### config.mk
export PLATFORM = sky130hd
export DESIGN_NAME = bl_pwm_lock
export DESIGN_NICKNAME = d
export VERILOG_FILES = /design/src/rtl/bl_pwm_lock.sv
export SDC_FILE = /design/constraint.sdc
export NUM_CORES = 1
export LEC_CHECK = 0
export CORE_MARGIN = 2
export CORE_UTILIZATION = 55
export CTS_BUF_LIST = sky130_fd_sc_hd__clkbuf_16
export DETAILED_ROUTE_END_ITERATION = 10
export GPL_ROUTABILITY_DRIVEN = 0
export PLACE_DENSITY = 0.71
export SYNTH_ARGS = -nofsm -noshare
export SYNTH_HDL_FRONTEND = slang
export SYNTH_SLANG_ARGS = --single-unit
### constraint.sdc
create_clock -name clk -period 11.8 [get_ports clk]
set_input_delay 1.18 -clock clk [delete_from_list [all_inputs] [get_ports clk]]
set_output_delay 1.18 -clock clk [all_outputs]
set_load 0.1 [all_outputs]
### src/rtl/bl_pwm_lock.sv
module bl_pwm_lock #(
  parameter logic [31:0] RST_PERIOD_WORD = 32'h000C0FA0,
  parameter logic [31:0] RST_CTRL_WORD   = 32'hC000FA00
) (
  input  logic        clk,
  input  logic        rst_n,
  input  logic        master_lock,
  input  logic        wr_en,
  input  logic [1:0]  wr_addr,
  input  logic [31:0] wr_data,
  output logic        pwm_out,
  output logic        upd_pending
);
  localparam logic [15:0] RST_PER  = RST_PERIOD_WORD[15:0];
  localparam logic [4:0]  RST_BC   = RST_PERIOD_WORD[20:16];
  localparam logic [15:0] RST_DUTY = RST_CTRL_WORD[15:0];
  localparam logic        RST_FEN  = RST_CTRL_WORD[30];
  localparam logic        RST_EN   = RST_CTRL_WORD[31];

  function automatic logic [4:0] eff_n(input logic [4:0] bc);
    return (bc == 5'd0 || bc > 5'd16) ? 5'd16 : bc;
  endfunction

  logic [15:0] live_per, sh_per, live_duty, sh_duty;
  logic [4:0]  live_bc, sh_bc;
  logic        live_en, sh_en, live_fen, sh_fen;
  logic        lock_grp, lock_ign;
  logic [15:0] cnt, acc;
  logic        extra;

  logic [4:0]  n_live, nxt_n;
  logic [16:0] pmask;
  logic [15:0] p_live, int_live, nxt_duty, frac16;
  logic        wrap, lock_eff, commit, nxt_fen;
  logic [16:0] acc_sum, thr;

  assign n_live   = eff_n(live_bc);
  assign pmask    = (17'd1 << n_live) - 17'd1;
  assign p_live   = live_per & pmask[15:0];
  assign int_live = live_duty >> (5'd16 - n_live);
  assign wrap     = (p_live == 16'd0) || ({1'b0, cnt} + 17'd1 >= {1'b0, p_live});
  assign lock_eff = lock_grp | (master_lock & ~lock_ign);
  assign commit   = wrap & upd_pending & ~lock_eff;

  assign nxt_duty = commit ? sh_duty : live_duty;
  assign nxt_n    = eff_n(commit ? sh_bc : live_bc);
  assign nxt_fen  = commit ? sh_fen : live_fen;
  assign frac16   = nxt_duty << nxt_n;
  assign acc_sum  = {1'b0, acc} + {1'b0, frac16};

  assign thr     = {1'b0, int_live} + {16'd0, extra};
  assign pwm_out = live_en & ({1'b0, cnt} < thr);

  always_ff @(posedge clk) begin
    if (!rst_n) begin
      live_per <= RST_PER;  sh_per <= RST_PER;
      live_bc  <= RST_BC;   sh_bc  <= RST_BC;
      live_duty <= RST_DUTY; sh_duty <= RST_DUTY;
      live_en  <= RST_EN;   sh_en  <= RST_EN;
      live_fen <= RST_FEN;  sh_fen <= RST_FEN;
      lock_grp <= 1'b0;
      lock_ign <= 1'b0;
      upd_pending <= 1'b0;
      cnt   <= 16'd0;
      acc   <= 16'd0;
      extra <= 1'b0;
    end else begin
      if (wr_en) begin
        case (wr_addr)
          2'd0: begin
            sh_per <= wr_data[15:0];
            sh_bc  <= wr_data[20:16];
          end
          2'd1: begin
            sh_duty <= wr_data[15:0];
            sh_fen  <= wr_data[30];
            sh_en   <= wr_data[31];
          end
          2'd2: begin
            lock_grp <= wr_data[0];
            lock_ign <= wr_data[1];
          end
          default: ;
        endcase
      end

      if (wr_en && !wr_addr[1]) upd_pending <= 1'b1;
      else if (commit)          upd_pending <= 1'b0;

      if (commit) begin
        live_per  <= sh_per;
        live_bc   <= sh_bc;
        live_duty <= sh_duty;
        live_en   <= sh_en;
        live_fen  <= sh_fen;
      end

      cnt <= wrap ? 16'd0 : cnt + 16'd1;

      if (wrap) begin
        if (nxt_fen) begin
          acc   <= acc_sum[15:0];
          extra <= acc_sum[16];
        end else begin
          acc   <= 16'd0;
          extra <= 1'b0;
        end
      end
    end
  end
endmodule

==> flow_metrics.tcl <==
set metrics [dict create \
    grt_util_all_layers 0.2559 \
    status "completed" \
    fill_cells 1273 \
    crit_required_ns 12.10 \
    cap_violations 0 \
    cts-buffers-inserted 17 \
    detail_route.first_pass.iterations 5 \
    ant_nets 0 \
    cts_buffer_depth 2 \
    clock_skew_ns 0.01291 \
    wl_per_cell_um 17.24 \
    worstReg2RegStart "live_bc[3]" \
    leakagePower_nw 4.334 \
    path_class "register to register" \
    ys_top_cells_by_area "dfxtp_1 27%, mux2i_1 13%, ha_1 8.7%" \
    grt_max_degree 99 \
    synth-edff-count 0 \
    internal-power_mw 0.7352 \
    post_cts_buffers 0 \
    dp_slack_ns 1.797 \
    nets 1067 \
    crit_family "compound AO/OA/AOI/OAI gates" \
    fin_setup_tns_ns 0 \
    synth_seq_cells 114 \
    path_max_fanout 55 \
    r2r_end "extra" \
    power_frac_comb 0.045 \
    clk_pin_slew_ns 0.06 \
    finalHoldViolCount 0 \
    reg2reg_depth 37 \
    drc 0 \
    first_iter_violations 497 \
    clock_power_share 0.550 \
    cts_tree "done" \
    hold_start "sh_per[4]" \
    cts_hold_buf 0 \
    yosysWarnings 0 \
    grt_pass1_wl_um 33310 \
    min_path_type "register to register" \
    die_area_mm2 0.01617 \
    crit_cells 37 \
    power_switching_mw 0.2470 \
    wl_um 20190 \
    dr_total_vias 7010 \
    portBuffers 30 \
    worstPathArrival_ns 10.47 \
    num_rows 45 \
    synthFlopType "dfxtp_1" \
    setup_ws_ns 1.632 \
    grt-ovfl-total 0 \
    initial_core_util 0.5548 \
    max_freq_mhz 98.35 \
    num_antenna_cells 0 \
    endpoint_kind "register" \
    core-area_mm2 0.01503 \
    vias_per_cell 5.986 \
    io_pins 40 \
    synth_nets 1061 \
    place_hpwl_um 14740 \
    synth_area_mm2 0.008340 \
    cts-htree-levels 4 \
    multiInputGateArea_mm2 0.005763 \
    worstMarginPinSlew_ns 1.153 \
    yosysTopAreaCell "dfxtp_1" \
    cts_resized 0 \
    layout_common_cells "139 x nand2_1, 114 x dfxtp_1, 105 x mux2i_1" \
    vdd.ir_drop.worst_v 0.0001156 \
    syn_to_final_growth_pct 11.88 \
    synth.yosys.seq_area_share 0.2736 \
    synthArstFlopShare 0 \
    slew_headroom 0.2281 \
    dieHeight_um 127.1 \
    slowest_stage "mux2i_4" \
    final_common_cell "nand2_1" \
    layout-drive-gt1-share 0.09664 \
    p_sw_frac 0.2515 \
    clock_tree.root_cell "clkbuf_16" \
    worst-path-buf-inv 2 \
    startpoint "live_bc[3]" \
    critPathLaunchType "register" \
    syn_avg_cell_area_um2 8.652 \
    synth_top_area_share 0.2736 \
    clock_sinks 114 \
    r2r_slack_ns 1.63 \
    register_area_mm2 0.002282 \
    yosysUniqueCellTypes 74 \
    period_share 0.8617 \
    die_w_um 127.1 \
    setup_violations 0 \
    antenna_found_initial 0 \
    worstSkewPairLatency_ns 0.42 \
    p_per_area_mw_per_mm2 105.3 \
    whs_path_depth 2 \
    p_seq_frac 0.405 \
    rsz0062_at_grt "false" \
    post-route-min-period_ns 10.17 \
    grt_pass1_vias 6550 \
    synthCells 964 \
    cpPeakStageDelay_ns 0.77 \
    hold_end "sh_per[4]" \
    slew_violations 0 \
]
## logic make-up after synthesis
family,Yosys count,share of synthesized area
adder cells (fa/ha/maj),59,0.08941
AO/OA/AOI/OAI,160,0.1386
XOR/XNOR,42,0.04410
multiplexers,136,0.1868
flip-flops,114,0.2736
buffers and inverters,72,0.03645
AND/OR/NAND/NOR,381,0.2310
## worst max path at each step
stage,to,slack [ns]
6_report,extra,1.63
3_3_place_gp,extra,1.88
4_1_cts,extra,1.71
3_5_place_dp,extra,1.80
2_1_floorplan,extra,1.66
5_1_grt,extra,0.78
## layout make-up
class	instances	area share
Multi-Input combinational cell	778	0.6176
Clock inverter	15	0.01971
Sequential cell	114	0.2446
Timing Repair Buffer	40	0.03969
Tap cell	188	0.02521
Inverter	19	0.007643
Clock buffer	17	0.04559
## worst min-delay path: cells and delay by family, from the launching register on
family	cells	cell delay, ns
DFF	1	0.31
AOI/OAI and AO/OA	1	0.06
and+or+nand+nor	1	0.04
## power groups by stage
stage / registers [mW] / logic, mW / clock network, mW
after floorplan: 0.406 / 0.0256 / 0
after global placement: 0.406 / 0.0434 / 0
after detailed placement: 0.407 / 0.0440 / 0
after CTS: 0.398 / 0.0444 / 0.545
after global routing: 0.399 / 0.0486 / 0.564
final: 0.398 / 0.0440 / 0.540
## sequential cells by signal (all words and copies together) (netlist names), 5 cells and up
name and flops:
live_duty 16, live_bc 5, cnt 16, sh_per 16, sh_duty 16, live_per 16, sh_bc 5, acc 16
## metrics by stage
step	power (mW)	std cells	util	instance area [um2]	hold WS [ns]
finish	0.9823	1171	0.6207	9331	0.4641
global route	1.011	1171	0.6207	9331	0.4855
CTS	0.9879	1171	0.6207	9331	0.4672
detailed placement	0.4506	1139	0.5802	8722	0.4580
global placement	0.4497	1139	0.5802	8722	0.4511
floorplan	0.4312	964	-	8341	0.4398
## synth_stat cells, drive strengths merged (15+ instances only)
cell type,n
ha,58
dfxtp,114
nand2,140
buf,17
a21boi,25
nor3,15
xor2,16
a22o,17
a21oi,30
xnor2,26
and3,26
inv,19
nand3,41
nor2b,44
nor2,45
mux2,17
o21ai,21
clkbuf,36
mux2i,106
## routing by layer
layer / global-route usage / wire [um] / part of all wire / vias up
met3: 0.04439 / 853 / 0.042 / 16
met1: 0.3630 / 9834 / 0.49 / 3340
met2: 0.4086 / 9317 / 0.46 / 156
met4: 0.06012 / 187 / 0.0093 / 0
met5: 0 / 0 / 0 / -
li1: - / - / - / 3498
Note: power is estimated with default switching activity, not from simulation.
